<file path="src/rtl/irq_pkg.sv">
package irq_pkg;
  localparam int unsigned DATA_W = 8;
  localparam int unsigned ADDR_W = 2;
  localparam int unsigned CORE_N = 3;

  // core source index; also bit order inside address 0
  localparam int unsigned CORE_PORT = 0;
  localparam int unsigned CORE_PIN  = 1;
  localparam int unsigned CORE_TMR  = 2;

  localparam logic [ADDR_W-1:0] A_CTRL  = 2'd0;
  localparam logic [ADDR_W-1:0] A_PFLAG = 2'd1;
  localparam logic [ADDR_W-1:0] A_PEN   = 2'd2;
  localparam logic [ADDR_W-1:0] A_CFG   = 2'd3;

  localparam int unsigned BIT_GE  = 7;
  localparam int unsigned BIT_PGE = 6;
endpackage

</file>
<file path="src/rtl/irq_sync_edge.sv">
module irq_sync_edge #(
  parameter int unsigned SYNC_N = 2
) (
  input  logic clk_i,
  input  logic rst_ni,
  input  logic pin_i,
  input  logic rise_sel_i,
  output logic edge_o
);
  localparam int unsigned LEN = SYNC_N + 1;

  logic [LEN-1:0] sh_q;

  always_ff @(posedge clk_i or negedge rst_ni) begin
    if (!rst_ni) sh_q <= '0;
    else         sh_q <= {sh_q[LEN-2:0], pin_i};
  end

  // newest synchronized sample vs. one older
  logic cur, prev;
  assign cur  = sh_q[SYNC_N-1];
  assign prev = sh_q[SYNC_N];
  assign edge_o = rise_sel_i ? (cur & ~prev) : (~cur & prev);

  // one active edge cannot be detected twice in a row
  a_r8_single_edge: assert property (@(posedge clk_i) disable iff (!rst_ni)
    edge_o && $stable(rise_sel_i) |=> !edge_o || !$stable(rise_sel_i));
endmodule

</file>
<file path="src/rtl/irq_flag_bank.sv">
module irq_flag_bank #(
  parameter int unsigned W = 6
) (
  input  logic         clk_i,
  input  logic         rst_ni,
  input  logic [W-1:0] evt_i,
  input  logic         flag_we_i,
  input  logic [W-1:0] flag_wd_i,
  input  logic         en_we_i,
  input  logic [W-1:0] en_wd_i,
  output logic [W-1:0] flag_o,
  output logic [W-1:0] en_o,
  output logic [W-1:0] pend_o
);
  logic [W-1:0] flag_q, en_q;

  for (genvar i = 0; i < W; i++) begin : g_bit
    always_ff @(posedge clk_i or negedge rst_ni) begin
      if (!rst_ni)        flag_q[i] <= 1'b0;
      else if (flag_we_i) flag_q[i] <= flag_wd_i[i] | evt_i[i]; // event wins over clear
      else if (evt_i[i])  flag_q[i] <= 1'b1;
    end
  end

  always_ff @(posedge clk_i or negedge rst_ni) begin
    if (!rst_ni)      en_q <= '0;
    else if (en_we_i) en_q <= en_wd_i;
  end

  assign flag_o = flag_q;
  assign en_o   = en_q;
  assign pend_o = flag_q & en_q;

  // every event leaves its flag set
  a_r2_evt_sets_flag: assert property (@(posedge clk_i) disable iff (!rst_ni)
    1'b1 |=> ((flag_o & $past(evt_i)) == $past(evt_i)));

  // without a write no flag may fall
  a_r7_clear_only_by_write: assert property (@(posedge clk_i) disable iff (!rst_ni)
    !flag_we_i |=> (($past(flag_o) & ~flag_o) == '0));
endmodule

</file>
<file path="src/rtl/irq_ctrl.sv">
module irq_ctrl
  import irq_pkg::*;
#(
  parameter int unsigned NUM_PERIPH = 6,
  parameter int unsigned VEC_W      = 13,
  parameter logic [VEC_W-1:0] VEC_ADDR = 13'h0004,
  parameter int unsigned SYNC_N     = 2
) (
  input  logic                  clk_i,
  input  logic                  rst_ni,
  input  logic                  pin_i,
  input  logic                  port_chg_i,
  input  logic                  tmr_ovf_i,
  input  logic [NUM_PERIPH-1:0] periph_evt_i,
  input  logic                  reg_we_i,
  input  logic [ADDR_W-1:0]     reg_addr_i,
  input  logic [DATA_W-1:0]     reg_wdata_i,
  output logic [DATA_W-1:0]     reg_rdata_o,
  input  logic                  svc_take_i,
  input  logic                  ret_i,
  output logic                  irq_o,
  output logic [VEC_W-1:0]      vector_o,
  output logic                  wake_o
);
  logic wr_ctrl, wr_pflag, wr_pen, wr_cfg;
  assign wr_ctrl  = reg_we_i && (reg_addr_i == A_CTRL);
  assign wr_pflag = reg_we_i && (reg_addr_i == A_PFLAG);
  assign wr_pen   = reg_we_i && (reg_addr_i == A_PEN);
  assign wr_cfg   = reg_we_i && (reg_addr_i == A_CFG);

  // global / group enable, edge select
  logic ge_q, pge_q, rise_q;
  always_ff @(posedge clk_i or negedge rst_ni) begin
    if (!rst_ni) begin
      ge_q   <= 1'b0;
      pge_q  <= 1'b0;
      rise_q <= 1'b1;
    end else begin
      if (svc_take_i)   ge_q <= 1'b0;
      else if (ret_i)   ge_q <= 1'b1;
      else if (wr_ctrl) ge_q <= reg_wdata_i[BIT_GE];
      if (wr_ctrl) pge_q  <= reg_wdata_i[BIT_PGE];
      if (wr_cfg)  rise_q <= reg_wdata_i[0];
    end
  end

  logic pin_edge;
  irq_sync_edge #(.SYNC_N(SYNC_N)) u_pin (
    .clk_i, .rst_ni, .pin_i, .rise_sel_i(rise_q), .edge_o(pin_edge)
  );

  logic [CORE_N-1:0] core_evt, core_flag, core_en, core_pend;
  always_comb begin
    core_evt            = '0;
    core_evt[CORE_PORT] = port_chg_i;
    core_evt[CORE_PIN]  = pin_edge;
    core_evt[CORE_TMR]  = tmr_ovf_i;
  end

  irq_flag_bank #(.W(CORE_N)) u_core (
    .clk_i, .rst_ni,
    .evt_i(core_evt),
    .flag_we_i(wr_ctrl), .flag_wd_i(reg_wdata_i[CORE_N-1:0]),
    .en_we_i(wr_ctrl),   .en_wd_i(reg_wdata_i[2*CORE_N-1:CORE_N]),
    .flag_o(core_flag), .en_o(core_en), .pend_o(core_pend)
  );

  logic [NUM_PERIPH-1:0] per_flag, per_en, per_pend;
  irq_flag_bank #(.W(NUM_PERIPH)) u_per (
    .clk_i, .rst_ni,
    .evt_i(periph_evt_i),
    .flag_we_i(wr_pflag), .flag_wd_i(reg_wdata_i[NUM_PERIPH-1:0]),
    .en_we_i(wr_pen),     .en_wd_i(reg_wdata_i[NUM_PERIPH-1:0]),
    .flag_o(per_flag), .en_o(per_en), .pend_o(per_pend)
  );

  logic wake_req;
  assign wake_req = (|core_pend) | (pge_q & (|per_pend));
  assign wake_o   = wake_req;
  assign irq_o    = ge_q & wake_req;
  assign vector_o = VEC_ADDR;

  always_comb begin
    reg_rdata_o = '0;
    unique case (reg_addr_i)
      A_CTRL: begin
        reg_rdata_o[BIT_GE]             = ge_q;
        reg_rdata_o[BIT_PGE]            = pge_q;
        reg_rdata_o[2*CORE_N-1:CORE_N]  = core_en;
        reg_rdata_o[CORE_N-1:0]         = core_flag;
      end
      A_PFLAG: reg_rdata_o[NUM_PERIPH-1:0] = per_flag;
      A_PEN:   reg_rdata_o[NUM_PERIPH-1:0] = per_en;
      default: reg_rdata_o[0] = rise_q;
    endcase
  end

  // no request to the core without global enable
  a_r3_irq_needs_ge: assert property (@(posedge clk_i) disable iff (!rst_ni)
    irq_o |-> ge_q);
  // taking an interrupt drops global enable
  a_r5_take_clears_ge: assert property (@(posedge clk_i) disable iff (!rst_ni)
    svc_take_i |=> !irq_o);
  // return re-arms global enable
  a_r6_ret_sets_ge: assert property (@(posedge clk_i) disable iff (!rst_ni)
    ret_i && !svc_take_i |=> reg_rdata_o[BIT_GE] || reg_addr_i != A_CTRL);
  // any request is also a wake
  a_r9_irq_implies_wake: assert property (@(posedge clk_i) disable iff (!rst_ni)
    irq_o |-> wake_o);
  // peripheral-only pending without group enable cannot wake
  a_r4_group_gate: assert property (@(posedge clk_i) disable iff (!rst_ni)
    (core_pend == '0) && !pge_q |-> !wake_o);
endmodule

</file>
<file path="config.mk">
export PLATFORM = sky130hd
export DESIGN_NAME = irq_ctrl
export DESIGN_NICKNAME = d
export VERILOG_FILES = /design/src/rtl/irq_pkg.sv /design/src/rtl/irq_sync_edge.sv /design/src/rtl/irq_flag_bank.sv /design/src/rtl/irq_ctrl.sv
export SDC_FILE = /design/constraint.sdc
export NUM_CORES = 1
export LEC_CHECK = 0
export BUFFER_PORTS_ARGS = -buffer_cell sky130_fd_sc_hd__buf_2
export CORE_UTILIZATION = 50
export DETAILED_ROUTE_END_ITERATION = 16
export PLACE_DENSITY = 0.86
export SLEW_MARGIN = 20
export SYNTH_ARGS = -nofsm -noshare
export SYNTH_HDL_FRONTEND = slang
export SYNTH_SLANG_ARGS = --single-unit
export TNS_END_PERCENT = 1
</file>
<file path="constraint.sdc">
create_clock -name clk_i -period 1.99 [get_ports clk_i]
set_clock_uncertainty 0.2 [all_clocks]
set_input_delay 0.2985 -clock clk_i [delete_from_list [all_inputs] [get_ports clk_i]]
set_output_delay 0.2985 -clock clk_i [all_outputs]
set_load 0.02 [all_outputs]
</file>
; After elaboration in Yosys (flattened, before gate mapping)
; Index checks and enable logic that the tools add are counted.
[totals]
register_bits = 24
latchBits = 0
ram_bits = 0
romBits = 0
elab_cells = 78
mem_count = 0
[classes]
add_sub_neg = 0
mul = 0
n_div = 0
order_cmp = 0
eq_ne = 3
shift = 0
muxes = 25
bitwise = 18
reduce_logical = 17
[op_table]
columns = cell, n
row1 = 1-bit 2-to-1 mux, 22
row2 = 2-bit nonzero test, 9
row3 = 5-bit case mux with 3 select lines, 1
row4 = 1-bit bitwise OR, 10
row5 = 6-bit bitwise AND, 1
row6 = 6-bit OR reduction, 1
row7 = 1-bit bitwise AND, 4
row8 = "2-bit == test, second input constant", 2
row9 = 1-bit logical AND, 4
row10 = 3-bit bitwise AND, 1
row11 = 1-bit case mux with 3 select lines, 1
row12 = 3-bit nonzero test, 1
row13 = 3-bit OR reduction, 1
row14 = "2-bit by 1-bit == test with 1-bit output, second input constant", 1
row15 = 2-bit logical NOT, 1
row16 = 2-bit 2-to-1 mux, 1
row17 = 1-bit NOT, 2

; Depth between registers and ports, before layout
[depth]
word_depth = 5
ltp_mapped = 4
depth_no_buf = 3

; Modules after synthesis
; A second synthesis with hierarchy kept.
[hier_totals]
hier_cells = 117
hier_area_um2 = 1320.0
[modules_own_cells]
columns = module, instances, cells_per_inst, area_each_um2, seq_area_each_um2
row1 = irq_flag_bank at u_per, 1, 38, 524.3, 300.3
row2 = irq_ctrl, 1, 55, 450.4, 76.3
row3 = irq_flag_bank at u_core, 1, 18, 247.7, 150.1
row4 = irq_sync_edge, 1, 6, 97.6, 75.1

; Worst setup path after synthesis
; Ideal clock, no wire load.
[synth_path]
kind = register to output
from = register u_per.en_q[1], in the netlist u_per.en_o[1]
to = output port irq_o
t_arrival_ps = 1121
t_required_ps = 1492
setup_slack_ps = 370
path_stages_with_launch = 4
n_path_buf = 0
cell_sequence = dfrtp_1 -> a22o_1 -> o31ai_1 -> a21boi_0
[synth_between]
elab_chain_len = 5
[synth_lines]
columns = item, line
row1 = start: declaration, irq_flag_bank.sv:15  ; logic [W-1:0] flag_q, en_q;
row2 = start signal: assignment, irq_flag_bank.sv:27  ; else if (en_we_i) en_q <= en_wd_i;
row3 = 6-bit bitwise AND, irq_flag_bank.sv:32  ; assign pend_o = flag_q & en_q;
row4 = 6-bit OR reduction, irq_ctrl.sv:78  ; assign wake_req = (|core_pend) | (pge_q & (|per_pend));
row5 = 1-bit bitwise AND, irq_ctrl.sv:78
row6 = 1-bit bitwise OR, irq_ctrl.sv:78
row7 = 1-bit bitwise AND, irq_ctrl.sv:80  ; assign irq_o = ge_q & wake_req;
row8 = end: declaration, irq_ctrl.sv:21  ; output logic irq_o,
; No other way between the ends.

; Worst setup path after layout
[layout_path]
from = register u_per.flag_q[4], in the netlist u_per.flag_o[4]
to = output port irq_o
[layout_between]
elab_chain_len = 5
[layout_lines]
columns = item, line
row1 = start: declaration, irq_flag_bank.sv:15
row2 = start signal: indexed assignment, irq_flag_bank.sv:20  ; else if (flag_we_i) flag_q[i] <= flag_wd_i[i] | evt_i[i];
row3 = 6-bit bitwise AND, irq_flag_bank.sv:32
row4 = 6-bit OR reduction, irq_ctrl.sv:78
row5 = 1-bit bitwise AND, irq_ctrl.sv:78
row6 = 1-bit bitwise OR, irq_ctrl.sv:78
row7 = 1-bit bitwise AND, irq_ctrl.sv:80
; No other way between the ends.

==> results.md <==
* Post-synth top area cell: dfrtp_1
* Fillers at 169
* Unique masters post-synth at 24
* Max VDD drop at 0.5265 mV
* Top post-synthesis cells by count: 23 x dfrtp_1, 16 x buf_4, 11 x nand2_1
* Rel. slew slack at 0.6490
* Critical Path Fanout Max at 2
* Clk slew on worst S/H paths at 0.12 ns
* CTS buffer count at 3
* Final Max Tran Viols at 0
* Post-route DRC violation count at 0
* Wire per inst at 13.97 um
* Tightest Pin Transition at 0.5265 ns
* Core region area at 0.002276 mm^2
* Vias in the first global route at 981
* Fmax at 498.0 MHz
* Die ar. at 0.002707 mm^2
* Die Wd at 52.03 um
* Layout Cells excl Fill at 196
* Fin. Hold Viols at 0
* CP Class: reg2out
* Layout cells sized above 1 at 0.3333
* Mean Syn Cell Area at 10.69 um^2
* Post-Synthesis Cell Area at 0.001251 mm^2
* Clock latency on the worst-skew pair at 0.31 ns
* Final worst-path cycle share at 1.009
* Site Rows at 17
* CP Capture Type: primary output
* I/O Buffers at 33
* Placed Cells at 175
* Clk buf depth at 2
* Synth Warn # at 0
* Mapped Cells at 117
* Initial antenna violation count at 0
* Ports at 47
* Wirelength, routed at 2.738 mm
* Cell chain of the critical path: a22o_1 > o31ai_2 > a21boi_1 > buf_4
* Pre-CTS setup slack at 0.2151 ns
* Post-synth EDFFs at 0
* Required @ worst endpoint at 1.49 ns
* Synth top area cells: dfrtp_1 46%, buf_4 9.6%, mux2_2 7.2%
* Pwr dens at 695.7 mW/mm^2
* Nets@finish at 193
* Crit-path slowest cell: dfrtp_1
* Arr. time, crit path at 1.51 ns
* Largest net degree at the start of global routing at 25
* Final Util at 0.6949
* CTS tree: yes
* Flops & latches, synth at 24
* Worst Path Buf+Inv at 1
* Static Leakage at 0.7542 nW
* H-tree levels at 1
* Final Total Pwr at 1.100 mW
* Congestion Overflow GR at 0
* DP HPWL at 1.886 mm
* Overall global routing resource usage at 0.2353
* Ys flop type: dfrtp_1
* Final Setup Violations at 1
* Antenna cells at 0
* Failing checks: setup timing
* Initial DRC Count at 40
* Via count at 1029
* Drt first pass iters at 4
* Initial Utilization at 0.5498
* Count leader, synth: dfrtp_1
* CP Launch Type: register
* Final antenna-violating net count at 0
* Number of max-cap violations at 0
* Clock Root Buffer: clkbuf_4
* Delay-heaviest family, CP: compound AO/OA/AOI/OAI gates
* Max stage delay on crit path at 0.41 ns
* Routed vias/inst at 5.250
* Crit path time final at 2.008 ns
* Sequential area share after synthesis at 0.4810
* Number of clock sinks at 24
* RePlAce Congestion at 0.8318
* Synth top area share at 0.4600
* Post-route setup slack at -0.01793 ns
* Area Overhead vs Synth at 26.40%
* Die H at 52.03 um
* Post-synth ARST share at 1.000
* Status: finished, violations left
* Hold WC Path Type: in2reg
* First-pass GRT wire length at 4.526 mm
* Unrepaired setup endpoints after global routing: yes
[logic make-up (layout without fill, tap and decap cells)]
logic type             after synthesis  after routing  synth area share
muxes                               16             16            0.1460
buffers and inverters               24             64            0.1210
and+or+nand+nor                     27             27            0.1070
DFF                                 24             24            0.4810
AOI/OAI and AO/OA                   24             24            0.1390
other                                2             13          0.006002
[final timing paths]
path                                           endpoint                         from  depth (start not counted)  slack [ns]
setup / recovery                                  irq_o  u_per.flag_o[4]$_DFFE_PN0P_                          4       -0.02
hold / removal             u_core.flag_o[2]$_DFFE_PN0P_               reg_wdata_i[2]                          2        0.01
setup reg to reg                       ge_q$_DFFE_PN0P_             ge_q$_DFFE_PN0P_                          3        0.51
hold reg to reg                 u_pin.sh_q[1]$_DFF_PN0_      u_pin.sh_q[0]$_DFF_PN0_                          0        0.16
max in group asynchronous            rise_q$_DFFE_PN1P_                       rst_ni                          2        0.93
min in group asynchronous     u_per.en_o[2]$_DFFE_PN0P_                       rst_ni                          2        0.30
[routing by layer]
metal  share of wire  up-vias  GRT usage
li1                -      482          -
met1            0.43      483     0.3068
met2            0.48       52     0.3782
met3           0.056       12    0.02924
met4           0.033        0     0.1261
met5               0        -          0
[cell type report]
class                      count  area [um^2]  area share
multi-input combinational     80        544.3      0.3441
inverter                       7        26.28     0.01661
clock buffer                   4        26.28     0.01661
tap                           28        35.03     0.02215
sequential                    24        601.8      0.3805
timing repair buffer          53        347.8      0.2199
[power by group]
| group | internal (mW) | switching (mW) | leakage [nW] | total, mW |
|---|---|---|---|---|
| Combinational | 0.140 | 0.153 | 0.477 | 0.293 |
| Clock | 0.0783 | 0.137 | 0.0150 | 0.216 |
| Sequential | 0.546 | 0.0466 | 0.262 | 0.592 |
[sequential cells by signal, summed over array words and instances (netlist names)]
signal,cells
ge_q,1
pge_q,1
rise_q,1
u_core.en_o,3
u_core.flag_o,3
u_per.en_o,6
u_per.flag_o,6
u_pin.sh_q,3
[worst reg2reg max path: stages, from the launching register on]
cell           delay, ns
dfrtp_1             0.42
mux2i_1             0.13
a21oi_1             0.08
dlygate4sd3_1       0.55
[cell usage in the layout (no fill, tap or decap)]
cell type / n
o211ai_1: 1
a21oi_1: 1
nor3b_1: 2
a211o_1: 8
buf_2: 32
mux2_2: 8
nand3_1: 1
clkbuf_4: 3
mux4_2: 1
o31ai_2: 1
nor3b_2: 1
mux2i_1: 7
inv_1: 7
a22o_1: 3
buf_4: 9
a21boi_1: 1
dlygate4sd3_1: 12
o21ai_0: 8
a222oi_1: 1
nor2b_1: 3
nor2_1: 7
nand3b_1: 2
clkbuf_1: 1
nand2_1: 11
conb_1: 13
dfrtp_1: 23
dfstp_2: 1
[timing repair]
action                                 4_1_cts  5_1_grt
pin swaps                                    4        1
endpoints found under the hold margin       33        0
gates resized for setup                      3        0
cloned                                       0        0
setup endpoints to repair                    2        3
hold buffers                                12        0
buffers inserted                             5        0
[per-stage QoR]
stage | hold slack (ns) | area [um^2] | TNS (ns)
5_1_grt | 0.006618 | 1582 | -0.1795
4_1_cts | 0.01035 | 1582 | -0.01293
6_report | 0.01338 | 1582 | -0.01793
3_3_place_gp | 0.09358 | 1390 | 0
2_1_floorplan | -0.1971 | 1292 | 0
3_5_place_dp | 0.1032 | 1390 | 0
Note: power is estimated with default switching activity, not from simulation.
